[config.mk]
export PLATFORM = sky130hd
export DESIGN_NAME = status_flag_unit
export DESIGN_NICKNAME = d
export VERILOG_FILES = /design/src/rtl/status_flag_pkg.sv /design/src/rtl/flag_next.sv /design/src/rtl/irq_gate.sv /design/src/rtl/flag_rd_port.sv /design/src/rtl/status_flag_unit.sv
export SDC_FILE = /design/constraint.sdc
export NUM_CORES = 1
export LEC_CHECK = 0
export ABC_AREA = 1
export BUFFER_PORTS_ARGS = -buffer_cell sky130_fd_sc_hd__buf_2
export CAP_MARGIN = 0
export CORE_AREA = 2 2 54 56
export DETAILED_ROUTE_END_ITERATION = 10
export DIE_AREA = 0 0 56 58
export PLACE_DENSITY = 0.85
export REMOVE_ABC_BUFFERS = 1
export SETUP_SLACK_MARGIN = 0.02
export SYNTH_ARGS = -nofsm -noshare
export SYNTH_HDL_FRONTEND = slang
export SYNTH_SLANG_ARGS = --single-unit
[constraint.sdc]
create_clock -name clk_i -period 3.5 [get_ports clk_i]
set_input_delay 0.175 -clock clk_i [delete_from_list [all_inputs] [get_ports clk_i]]
set_output_delay 0.175 -clock clk_i [all_outputs]
set_load 0.1 [all_outputs]
[src/rtl/status_flag_pkg.sv]
package status_flag_pkg;
  localparam int unsigned FLAG_W   = 8;
  localparam int unsigned BIT_GIE  = 0;
  localparam int unsigned BIT_Z    = 1;
  localparam int unsigned BIT_C    = 2;
  localparam int unsigned BIT_BANK = 4;
  localparam int unsigned BIT_PG_L = 6;
  localparam logic [FLAG_W-1:0] RSVD_MASK = 8'h28;
  localparam logic [FLAG_W-1:0] RST_VAL   = 8'h02;

  typedef enum logic [1:0] {
    FOP_NONE = 2'b00,
    FOP_AND  = 2'b01,
    FOP_OR   = 2'b10,
    FOP_XOR  = 2'b11
  } flag_op_e;
endpackage

[src/rtl/flag_next.sv]
module flag_next
  import status_flag_pkg::*;
(
  input  logic [FLAG_W-1:0] cur_i,
  input  flag_op_e          op_i,
  input  logic [FLAG_W-1:0] imm_i,
  input  logic              alu_c_we_i,
  input  logic              alu_c_i,
  input  logic              alu_z_we_i,
  input  logic              alu_z_i,
  input  logic              restore_we_i,
  input  logic [FLAG_W-1:0] restore_i,
  input  logic              take_i,
  output logic [FLAG_W-1:0] nxt_o
);
  logic [FLAG_W-1:0] raw;

  // priority: take > restore > logic op > alu
  always_comb begin
    raw = cur_i;
    if (take_i) begin
      raw[BIT_GIE] = 1'b0;
    end else if (restore_we_i) begin
      raw = restore_i;
    end else if (op_i != FOP_NONE) begin
      unique case (op_i)
        FOP_AND: raw = cur_i & imm_i;
        FOP_OR:  raw = cur_i | imm_i;
        FOP_XOR: raw = cur_i ^ imm_i;
        default: raw = cur_i;
      endcase
    end else begin
      if (alu_c_we_i) raw[BIT_C] = alu_c_i;
      if (alu_z_we_i) raw[BIT_Z] = alu_z_i;
    end
    nxt_o = raw & ~RSVD_MASK;
  end
endmodule

[src/rtl/irq_gate.sv]
module irq_gate
  import status_flag_pkg::*;
(
  input  logic              clk_i,
  input  logic              rst_ni,
  input  logic              irq_i,
  input  logic              insn_end_i,
  input  logic [FLAG_W-1:0] flags_i,
  output logic              take_now_o,
  output logic              take_o,
  output logic [FLAG_W-1:0] stack_o
);
  assign take_now_o = irq_i & insn_end_i & flags_i[BIT_GIE];

  always_ff @(posedge clk_i or negedge rst_ni) begin
    if (!rst_ni) begin
      take_o  <= 1'b0;
      stack_o <= '0;
    end else begin
      take_o <= take_now_o;
      if (take_now_o) stack_o <= flags_i;
    end
  end


  take_single_chk: assert property (@(posedge clk_i) disable iff (!rst_ni)
    take_o |=> !take_o);

  stack_gie_chk: assert property (@(posedge clk_i) disable iff (!rst_ni)
    take_o |-> stack_o[BIT_GIE]);

  gated_irq_chk: assert property (@(posedge clk_i) disable iff (!rst_ni)
    (irq_i && insn_end_i && !flags_i[BIT_GIE]) |=> !take_o);
endmodule

[src/rtl/flag_rd_port.sv]
module flag_rd_port
  import status_flag_pkg::*;
#(
  parameter int unsigned ADDR_W = 8,
  parameter logic [ADDR_W-1:0] REG_ADDR = 8'hF7
) (
  input  logic              rd_en_i,
  input  logic [ADDR_W-1:0] rd_addr_i,
  input  logic [FLAG_W-1:0] flags_i,
  output logic              hit_o,
  output logic [FLAG_W-1:0] data_o
);
  // decode ignores bank select
  assign hit_o  = rd_en_i && (rd_addr_i == REG_ADDR);
  assign data_o = hit_o ? (flags_i & ~RSVD_MASK) : '0;
endmodule

[src/rtl/status_flag_unit.sv]
module status_flag_unit
  import status_flag_pkg::*;
#(
  parameter int unsigned ADDR_W = 8,
  parameter logic [ADDR_W-1:0] REG_ADDR = 8'hF7
) (
  input  logic              clk_i,
  input  logic              rst_ni,
  input  logic [1:0]        fop_i,
  input  logic [7:0]        fop_imm_i,
  input  logic              alu_c_we_i,
  input  logic              alu_c_i,
  input  logic              alu_z_we_i,
  input  logic              alu_z_i,
  input  logic              restore_we_i,
  input  logic [7:0]        restore_i,
  input  logic              rd_en_i,
  input  logic [ADDR_W-1:0] rd_addr_i,
  output logic [7:0]        rd_data_o,
  output logic              rd_hit_o,
  input  logic              irq_i,
  input  logic              insn_end_i,
  output logic              irq_take_o,
  output logic [7:0]        stack_flags_o,
  output logic [7:0]        flags_o,
  output logic              bank_sel_o,
  output logic [1:0]        page_mode_o
);
  logic [FLAG_W-1:0] flags_q, flags_d;
  logic              take_now;

  irq_gate u_gate (
    .clk_i      (clk_i),
    .rst_ni     (rst_ni),
    .irq_i      (irq_i),
    .insn_end_i (insn_end_i),
    .flags_i    (flags_q),
    .take_now_o (take_now),
    .take_o     (irq_take_o),
    .stack_o    (stack_flags_o)
  );

  flag_next u_next (
    .cur_i        (flags_q),
    .op_i         (flag_op_e'(fop_i)),
    .imm_i        (fop_imm_i),
    .alu_c_we_i   (alu_c_we_i),
    .alu_c_i      (alu_c_i),
    .alu_z_we_i   (alu_z_we_i),
    .alu_z_i      (alu_z_i),
    .restore_we_i (restore_we_i),
    .restore_i    (restore_i),
    .take_i       (take_now),
    .nxt_o        (flags_d)
  );

  flag_rd_port #(.ADDR_W(ADDR_W), .REG_ADDR(REG_ADDR)) u_rd (
    .rd_en_i   (rd_en_i),
    .rd_addr_i (rd_addr_i),
    .flags_i   (flags_q),
    .hit_o     (rd_hit_o),
    .data_o    (rd_data_o)
  );

  always_ff @(posedge clk_i or negedge rst_ni) begin
    if (!rst_ni) flags_q <= RST_VAL;
    else         flags_q <= flags_d;
  end

  assign flags_o     = flags_q;
  assign bank_sel_o  = flags_q[BIT_BANK];
  assign page_mode_o = flags_q[BIT_PG_L+1:BIT_PG_L];


  rsvd_zero_chk: assert property (@(posedge clk_i) disable iff (!rst_ni)
    (flags_q & RSVD_MASK) == '0);

  gie_clear_chk: assert property (@(posedge clk_i) disable iff (!rst_ni)
    irq_take_o |-> !flags_q[BIT_GIE]);

  stack_rsvd_chk: assert property (@(posedge clk_i) disable iff (!rst_ni)
    (stack_flags_o & RSVD_MASK) == '0);
endmodule

==> flow_metrics.tcl <==
set metrics [dict create \
    fin_crit_sh_pct 46.3 \
    clk_pin_slew_ps 80 \
    clk_latency_ps 280 \
    max_freq_mhz 617 \
    cts-resized-gates 0 \
    drt_iter0_drc 24 \
    drt_wl_total_um 2550 \
    drv_cap 0 \
    initial_core_util_pct 42.8 \
    seq_power_share_pct 26.8 \
    finalHoldViolations 0 \
    dp_hpwl_um 2120 \
    worstSetupPathType "register to output pin" \
    hold_depth 5 \
    portBuffers 54 \
    power.share.clock_pct 12.5 \
    clock_tree.buffer_depth 2 \
    nets 273 \
    path_delay_family "flip-flops" \
    first_pass_iters 4 \
    switching_share_pct 60.0 \
    status "complete, no violations" \
    synth_top_area_share_pct 26.4 \
    area_delta_synth_final_pct 25.7 \
    peakVddDrop_mv 0.463 \
    postSynthAreaPerCell_sq_um 6.94 \
    grt_pass1_wl_um 4200 \
    die_w_um 56 \
    globalRoute.totalOverflow 0 \
    power_frac_comb_pct 60.7 \
    ys_ff_latch 13 \
    finalSetupViolations 0 \
    total_power_w 0.000753 \
    worstPathMaxFanout 4 \
    required_ps 3320 \
    post_cts_buffers 0 \
    ios 65 \
    drive_above_1_share_pct 28.4 \
    p_sw_w 0.000452 \
    die_y_um 58 \
    core_sq_um 2660 \
    cpMaxStageDelayCell "dfstp_2" \
    tns_ps 0 \
    synthCells 164 \
    end_kind "output pin" \
    grt_pass1_vias 1014 \
    r2r_slack_ps 2130 \
    rows 19 \
    reg2reg_to "flags_o[4]" \
    hold_class "input port to register" \
    rsz0062_at_grt "false" \
    syn-cell-area_sq_um 1140 \
    power_density_nw_per_um2 526 \
    cts_sinks 13 \
    cts_made_buffers 3 \
    yosysSeqAreaShare_pct 28.7 \
    ant_nets 0 \
    reg2regPathDepth 5 \
    cts_tree "done" \
    ys_warn_count 0 \
    wl_per_cell_um 10.2 \
    hp-start "restore_i[0]" \
    synth.area.top_cells "dfrtp_1, ha_1, nand2_1" \
    grt_usage_pct 16.2 \
    synthDistinctLibCells 20 \
    slew_violations 0 \
    fillCellCount 285 \
    clockRootBuffer "clkbuf_4" \
    multi_input_area_sq_um 658 \
    yosysTopAreaCell "dfrtp_1" \
    antenna_cells 0 \
    drc 0 \
    min_to "flags_o[0]" \
    gp_congestion 0.847 \
    crit_arrival_ps 1450 \
    register_area_sq_um 327 \
    drt-vias-per-instance 4.62 \
    dieArea_sq_um 3250 \
    leakage_nw 0.914 \
    cp.buffers_inverters 2 \
    num_vias 1151 \
    timing.rr.start "flags_o[0]" \
    path_cells "inv_1 -> nor2_1 -> buf_2" \
    finalCriticalPeriod_ps 1620 \
    ctsHtreeMaxLevel 1 \
    antenna_found_initial 0 \
    p_int_w 0.000301 \
    grt_max_degree 15 \
    cpPeakStageDelay_ps 560 \
    finClkSkew_ps 5.22 \
    start_kind "register" \
]
[worst max-delay path by stage]
stage                       startpoint      endpoint  cells past startpoint
after floorplan             flags_o[4]  rd_data_o[4]                      2
after global placement    rd_addr_i[0]  rd_data_o[7]                      6
after detailed placement  rd_addr_i[0]  rd_data_o[1]                      6
after CTS                   flags_o[1]  rd_data_o[1]                      3
after global routing        flags_o[1]  rd_data_o[1]                      3
final                       flags_o[1]  rd_data_o[1]                      3
[tightest hold or removal path: stages]
cell     delay (ps)
buf_2            70
o21ai_0          60
inv_1            50
nand2_1          40
inv_1            40
[cell usage after synthesis]
cell type and n:
clkbuf_1 1, conb_1 1, nor2_1 18, inv_1 26, a21oi_1 1, or2_2 1, o22ai_1 2, dfrtp_1 12
nand3_1 6, nor3_1 1, dfstp_2 1, buf_4 9, and3_1 1, o21ai_0 13, nand2_4 1, ha_1 18
nor2_4 1, inv_2 1, nand4_1 1, nand2_1 49
[sequential cells by signal, indices dropped and copies added (netlist names)]
signal          flops
flags_o             6
u_gate.stack_o      6
u_gate.take_o       1
[cell type report]
cell class,count,share of cell area [%]
multi-input combinational,119,46.0
sequential,13,22.8
timing repair buffer,55,19.6
inverter,27,7.08
tap,31,2.71
clock buffer,4,1.84
[power by group through the flow]
| stage | registers, W | clock network [W] | logic [W] |
|---|---|---|---|
| 6_report | 0.000202 | 0.0000942 | 0.000457 |
| 5_1_grt | 0.000206 | 0.000106 | 0.000484 |
| 4_1_cts | 0.000202 | 0.0000975 | 0.000459 |
| 3_5_place_dp | 0.000205 | 0 | 0.000458 |
| 3_3_place_gp | 0.000203 | 0 | 0.000452 |
| 2_1_floorplan | 0.000465 | 0 | 0.000113 |
[cell families after synthesis]
logic type	after synthesis	synth area share, %
AOI/OAI and AO/OA	16	7.25
adders and majority gates	18	19.8
buffers and inverters	37	15.2
DFF	13	28.7
other	1	0.329
and+or+nand+nor	79	28.8
[through the flow]
| step | area, sq um | std cells | hold WS [ps] | setup WS (ps) | util [%] |
|---|---|---|---|---|---|
| 5_1_grt | 1430 | 249 | 213 | 1820 | 53.8 |
| 2_1_floorplan | 1090 | 159 | -121 | 232 | - |
| 4_1_cts | 1430 | 249 | 174 | 1870 | 53.8 |
| 3_5_place_dp | 1400 | 244 | 84.6 | 1960 | 52.4 |
| 3_3_place_gp | 1400 | 244 | 77.2 | 1990 | 52.4 |
| 6_report | 1430 | 249 | 183 | 1880 | 53.8 |
[cells in the final DEF (no fill, tap or decap), drive strengths merged]
cell type / Yosys / final
clkbuf: 1 / 4
dfstp: 1 / 1
nor2: 19 / 19
conb: 1 / 6
dlygate4sd3: 0 / 1
o21ai: 13 / 13
ha: 18 / 18
o22ai: 2 / 2
inv: 27 / 27
nand3: 6 / 6
or2: 1 / 1
buf: 9 / 54
nand2: 50 / 50
and3: 1 / 1
dfrtp: 12 / 12
nor3: 1 / 1
nand4: 1 / 1
a21oi: 1 / 1
[per-layer routing]
metal  wire length [um]  track usage [%]  share of wire (%)
met1               1110             19.4                 43
met2               1260             29.4                 50
met3                178             5.13                7.0
met4                  0             2.04                  0
met5                  0                0                  0
[what timing repair did]
item / CTS / global route
endpoints found under the setup margin: 0 / 0
hold buffers: 1 / 0
hold endpoints to repair: 12 / 0
No activity file was read; power rests on OpenSTA's default activity.
